===== config.mk =====
export PLATFORM = sky130hd
export DESIGN_NAME = bus_stall_watchdog
export DESIGN_NICKNAME = d
export VERILOG_FILES = /design/src/rtl/stall_wd_pkg.sv /design/src/rtl/stall_wd_prescale.sv /design/src/rtl/stall_wd_count.sv /design/src/rtl/stall_wd_flag.sv /design/src/rtl/bus_stall_watchdog.sv
export SDC_FILE = /design/constraint.sdc
export NUM_CORES = 1
export LEC_CHECK = 0
export ABC_CLOCK_PERIOD_IN_PS = 3000
export BUFFER_PORTS_ARGS = -buffer_cell sky130_fd_sc_hd__clkbuf_2
export CAP_MARGIN = 20
export CORE_ASPECT_RATIO = 0.8
export CORE_MARGIN = 2
export CORE_UTILIZATION = 35
export CTS_BUF_LIST = sky130_fd_sc_hd__clkbuf_16
export CTS_CLUSTER_SIZE = 12
export DETAILED_ROUTE_END_ITERATION = 8
export PLACE_DENSITY = 0.57
export SLEW_MARGIN = 20
export SYNTH_ARGS = -nofsm -noshare
export SYNTH_HDL_FRONTEND = slang
export SYNTH_SLANG_ARGS = --single-unit
export TNS_END_PERCENT = 1

===== constraint.sdc =====
create_clock -name clk -period 3 [get_ports clk]
set_clock_uncertainty 0.05 [all_clocks]
set_input_delay 0.6 -clock clk [delete_from_list [all_inputs] [get_ports clk]]
set_output_delay 0.6 -clock clk [all_outputs]
set_load 0.01 [all_outputs]

===== src/rtl/stall_wd_pkg.sv =====
package stall_wd_pkg;
  // ratio of the slow count mode
  localparam int unsigned SLOW_RATIO = 4;
  localparam int unsigned PHASE_W    = $clog2(SLOW_RATIO);
  localparam logic [PHASE_W-1:0] PHASE_LAST = PHASE_W'(SLOW_RATIO - 1);
  typedef logic [PHASE_W-1:0] phase_t;
endpackage


===== src/rtl/stall_wd_prescale.sv =====
module stall_wd_prescale
  import stall_wd_pkg::*;
(
  input  logic clk,
  input  logic rst,
  input  logic run,
  input  logic slow_sel,
  output logic tick
);
  phase_t phase_q;

  always_ff @(posedge clk) begin
    if (rst || !run) begin
      phase_q <= '0;
    end else if (slow_sel) begin
      phase_q <= (phase_q == PHASE_LAST) ? '0 : phase_q + 1'b1;
    end else begin
      phase_q <= '0;
    end
  end

  assign tick = run && (!slow_sel || phase_q == PHASE_LAST);

  // slow mode: a tick is never followed by another tick on the next edge
  assert_slow_gap_R3: assert property (@(posedge clk) disable iff (rst)
    (run && slow_sel && tick) |=> !(tick && slow_sel));

  // a stopped prescaler restarts from phase zero
  assert_phase_clear_R4: assert property (@(posedge clk) disable iff (rst)
    !run |=> (phase_q == '0));
endmodule


===== src/rtl/stall_wd_count.sv =====
module stall_wd_count #(
  parameter int unsigned CNT_W = 14
) (
  input  logic clk,
  input  logic rst,
  input  logic run,
  input  logic tick,
  output logic wrap
);
  logic [CNT_W-1:0] cnt_q;

  always_ff @(posedge clk) begin
    if (rst || !run) begin
      cnt_q <= '0;
    end else if (tick) begin
      cnt_q <= cnt_q + 1'b1;
    end
  end

  assign wrap = tick && (&cnt_q);

  // held at zero while stopped (interrupt flag high or disabled)
  assert_hold_zero_R2: assert property (@(posedge clk) disable iff (rst)
    !run |=> (cnt_q == '0));

  // without a tick the count does not move
  assert_no_step_R1: assert property (@(posedge clk) disable iff (rst)
    (run && !tick) |=> $stable(cnt_q));

  // a wrap leaves the count at zero
  assert_wrap_zero_R9: assert property (@(posedge clk) disable iff (rst)
    wrap |=> (cnt_q == '0));
endmodule


===== src/rtl/stall_wd_flag.sv =====
module stall_wd_flag (
  input  logic clk,
  input  logic rst,
  input  logic wrap,
  input  logic clr,
  input  logic irq_en,
  output logic flag,
  output logic irq
);
  logic flag_d;

  assign flag_d = wrap || (flag && !clr);

  always_ff @(posedge clk) begin
    if (rst) begin
      flag <= 1'b0;
      irq  <= 1'b0;
    end else begin
      flag <= flag_d;
      irq  <= flag_d && irq_en;
    end
  end

  assert_set_wins_R8: assert property (@(posedge clk) disable iff (rst)
    wrap |=> flag);

  assert_sticky_R5: assert property (@(posedge clk) disable iff (rst)
    (flag && !clr) |=> flag);

  assert_clear_R7: assert property (@(posedge clk) disable iff (rst)
    (clr && !wrap) |=> !flag);

  assert_irq_gate_R6: assert property (@(posedge clk) disable iff (rst)
    irq |-> flag);
endmodule


===== src/rtl/bus_stall_watchdog.sv =====
module bus_stall_watchdog #(
  parameter int unsigned CNT_W = 14
) (
  input  logic clk,
  input  logic rst,
  input  logic tmo_en,
  input  logic slow_sel,
  input  logic si_flag,
  input  logic irq_en,
  input  logic flag_clr,
  output logic tmo_flag,
  output logic tmo_irq
);
  logic run;
  logic tick;
  logic wrap;

  assign run = tmo_en && !si_flag;

  stall_wd_prescale u_pre (
    .clk      (clk),
    .rst      (rst),
    .run      (run),
    .slow_sel (slow_sel),
    .tick     (tick)
  );

  stall_wd_count #(.CNT_W(CNT_W)) u_cnt (
    .clk  (clk),
    .rst  (rst),
    .run  (run),
    .tick (tick),
    .wrap (wrap)
  );

  stall_wd_flag u_flag (
    .clk    (clk),
    .rst    (rst),
    .wrap   (wrap),
    .clr    (flag_clr),
    .irq_en (irq_en),
    .flag   (tmo_flag),
    .irq    (tmo_irq)
  );

  // reset leaves both outputs low
  assert_reset_R10: assert property (@(posedge clk)
    rst |=> (!tmo_flag && !tmo_irq));
endmodule


==> run summary <==
OUTCOME
-------------------------------------------------------------------------------
Result of the run                                                  complete, no violations

GLOBAL ROUTING
-------------------------------------------------------------------------------
Global route total overflow                                                   0
Antenna violations before repair                                              0
Vias in the first global route                                              574
Global-route wire length before repair                                 2.477 mm
Global-route total usage across every layer                              12.62%
Maximum number of pins on one net before global-route repair                 15

CLOCK TREE
-------------------------------------------------------------------------------
Clock transition at path regs                                           0.05 ns
Library cell used as clock root buffer                             sky130_fd_sc_hd__clkbuf_16
# clock sinks                                                                18
Maximum level of the CTS H-tree                                               1
CTS hold repair buffers                                                       0
CTS tree                                                                  built
Number of post-CTS setup repair buffers                                       0
Max clock buf depth                                                           2
Later-pin clock latency in the skew report                              0.25 ns
Cts repair resizes                                                            0
Number of CTS-inserted buffers                                                3

POWER
-------------------------------------------------------------------------------
Leakage power summed over all cells                                0.0003476 uW
Worst IR drop on VDD                                                  0.5701 mV
Cell Pwr Density                                                   536.7 nW/um^2

STA
-------------------------------------------------------------------------------
Slew margin rel.                                                         64.19%
Unrepaired setup endpoints after global routing                           false
Final Cycle Share                                                        56.65%
Minimum clock period                                                   1.699 ns
Final hold violations                                                         0
Post-Route Setup TNS                                                       0 ns
Total of endpoints with negative setup slack in the final report              0
Max-slew violation count                                                      0
Actual slew at the worst max-slew pin                                 0.5371 ns
Maximum operating frequency                                           588.4 MHz

FLOORPLAN
-------------------------------------------------------------------------------
Number of ports placed on the die boundary                                    9
Total number of placement rows                                               15
Die footprint                                                        2786 sq um
DIE WIDTH                                                              58.51 um
Starting Density                                                         37.89%
Core Footprint                                                       2196 sq um
Vertical die dimension                                                 47.61 um

SYNTH
-------------------------------------------------------------------------------
Number of cells produced by synthesis                                        92
Seq cells post-synth                                                         18
YS warnings                                                                   0
Mapped Nets                                                                 101
Post-synthesis cell area                                            832.0 sq um
Sequential area share after synthesis                                    43.31%
Number of distinct library cells after synthesis                             30
Mean instance size in the synthesized netlist                       9.044 sq um

CELLS AND AREA
-------------------------------------------------------------------------------
Area occupied by multi-input gates                                  456.7 sq um
ANT cells                                                                     0
Fillcell total                                                              225
Storage cell area                                                   360.3 sq um
Highest-count cells in the layout ignoring fill and taps           sky130_fd_sc_hd__dfxtp_1, sky130_fd_sc_hd__a21oi_1, sky130_fd_sc_hd__nand2_1
Share of post-route cells with drive strength above 1                    15.84%
Number of nets in the final layout                                          112
Number of cells in the finished layout apart from fillers                   126
Synth-to-layout area growth                                              16.24%
Most common cell after layout, fill and taps aside                 sky130_fd_sc_hd__dfxtp_1

WORST SETUP PATH
-------------------------------------------------------------------------------
Top cell family by delay on the critical path                      simple AND/OR/NAND/NOR gates
Slowest-stage cell, CP                                             sky130_fd_sc_hd__or4_1
Arrival time at the worst endpoint                                      1.82 ns
WP buf/inv                                                                    0
Startpoint class of the critical path                                      flop
Maximum fanout along the worst path                                           9
Required time of the critical path                                      3.12 ns
Max incr delay on CP                                                    0.43 ns
CP cell instances                                                  ha_1 -> nand2b_1 -> nand4_4 -> or4_1 -> a21oi_1
CP Capture Type                                                            flop
Path type of the worst setup path                                       reg2reg

ROUTE
-------------------------------------------------------------------------------
Post-route ant nets                                                           0
Via-per-instance ratio                                                    5.381
DRT Wirelength                                                         1.467 mm
M1 wire length                                                           762 um
Number of vias after detailed routing                                       678
Violation count after the first detailed-route iteration                     14
Detail Route met3 WL                                                      94 um
DRC violations left                                                           0
Highest routed metal layer                                                 met4
Routed length per placed instance                                      11.64 um
Wire length on met2                                                      597 um
Length of the first detailed-routing pass in iterations                       4

PLACED DESIGN
-------------------------------------------------------------------------------
Number of instances in the placed design                                    123
HPWL after DPL                                                         1.090 mm
RePlAce Congestion                                                       0.6676
Quantity of I/O buffers inserted on ports                                     8

HOLD PATH
-------------------------------------------------------------------------------
Hold/Removal Path Class                                                 reg2reg

RUN
-------------------------------------------------------------------------------
Max-cap check violation count                                                 0

[kinds of logic after synthesis]
kind of cell,share of synthesized area [%]
mux,1.203
fa+ha+maj,3.007
simple gates,34.59
compound gates,10.83
xor+xnor,5.263
flops,43.31
buf+inv,1.804
[cells in the mapped netlist]
cell	n	area, sq um
sky130_fd_sc_hd__dfxtp_1	18	360.4
sky130_fd_sc_hd__a21oi_1	10	50.05
sky130_fd_sc_hd__nand2_1	9	33.78
sky130_fd_sc_hd__nand2b_1	5	31.28
sky130_fd_sc_hd__nor2_1	5	18.77
sky130_fd_sc_hd__o21ai_0	5	25.02
sky130_fd_sc_hd__or3_1	5	31.28
sky130_fd_sc_hd__xnor2_1	4	35.03
sky130_fd_sc_hd__and3_1	3	18.77
sky130_fd_sc_hd__nand4_1	3	18.77
sky130_fd_sc_hd__ha_1	2	25.02
sky130_fd_sc_hd__nor2b_1	2	12.51
sky130_fd_sc_hd__nor3_1	2	10.01
sky130_fd_sc_hd__o31ai_1	2	15.01
sky130_fd_sc_hd__or4_1	2	15.01
sky130_fd_sc_hd__and2_1	1	6.260
sky130_fd_sc_hd__and2b_4	1	10.01
sky130_fd_sc_hd__and3_2	1	7.510
sky130_fd_sc_hd__and3_4	1	11.26
sky130_fd_sc_hd__and4_1	1	8.760
sky130_fd_sc_hd__buf_4	1	7.510
sky130_fd_sc_hd__clkbuf_1	1	3.750
sky130_fd_sc_hd__inv_1	1	3.750
sky130_fd_sc_hd__mux2i_1	1	10.01
sky130_fd_sc_hd__nand3_1	1	5.000
sky130_fd_sc_hd__nand3b_1	1	7.510
sky130_fd_sc_hd__nand4_2	1	12.51
sky130_fd_sc_hd__nand4_4	1	21.27
sky130_fd_sc_hd__nor3b_1	1	7.510
sky130_fd_sc_hd__xor2_1	1	8.760
[sequential cells by signal, indices dropped and copies added (netlist names)]
| name | count |
|---|---|
| u_flag.flag | 1 |
| u_cnt.cnt_q | 14 |
| u_flag.irq | 1 |
| u_pre.phase_q | 2 |
[cell type report]
| type | count | area share, % |
|---|---|---|
| multi-input combinational | 71 | 47.22 |
| sequential | 18 | 37.26 |
| clock buffer | 3 | 7.762 |
| timing repair buffer | 8 | 4.140 |
| tap | 25 | 3.234 |
| inverter | 1 | 0.3881 |
[power breakdown]
part	switching [uW]	leakage, uW	total, uW	internal (uW)
clock	87.2	0.0000370	263	175
combinational	8.63	0.000166	15.8	7.13
sequential	0.608	0.000145	241	240
[metal layers]
metal  global-route usage, %  vias up
met3                   6.486        2
met4                   4.186        0
met1                   16.07      314
met5                       0        -
met2                   18.65       13
li1                        -      349
[worst paths after layout]
| check | start | endpoint | slack [ns] | depth (start not counted) |
|---|---|---|---|---|
| hold reg to reg | u_pre.phase_q[0] | u_pre.phase_q[0] | 0.38 | 1 |
| hold / removal | u_pre.phase_q[0] | u_pre.phase_q[0] | 0.38 | 1 |
| setup reg to reg | u_pre.phase_q[0] | u_cnt.cnt_q[13] | 1.30 | 5 |
| setup / recovery | u_pre.phase_q[0] | u_cnt.cnt_q[13] | 1.30 | 5 |
[stage by stage]
| step | power (uW) | area (sq um) | worst slack [ns] | hold slack (ns) | utilization [%] |
|---|---|---|---|---|---|
| 2_1_floorplan | 256.5 | 832.0 | 1.367 | 0.3579 | - |
| 3_3_place_gp | 261.7 | 892.1 | 1.183 | 0.3757 | 40.63 |
| 3_5_place_dp | 261.6 | 892.1 | 1.145 | 0.3736 | 40.63 |
| 4_1_cts | 528.3 | 967.2 | 1.294 | 0.3819 | 44.05 |
| 5_1_grt | 541.6 | 967.2 | 1.136 | 0.4031 | 44.05 |
| 6_report | 519.1 | 967.2 | 1.301 | 0.3770 | 44.05 |
Note: power is estimated with default switching activity, not from simulation.
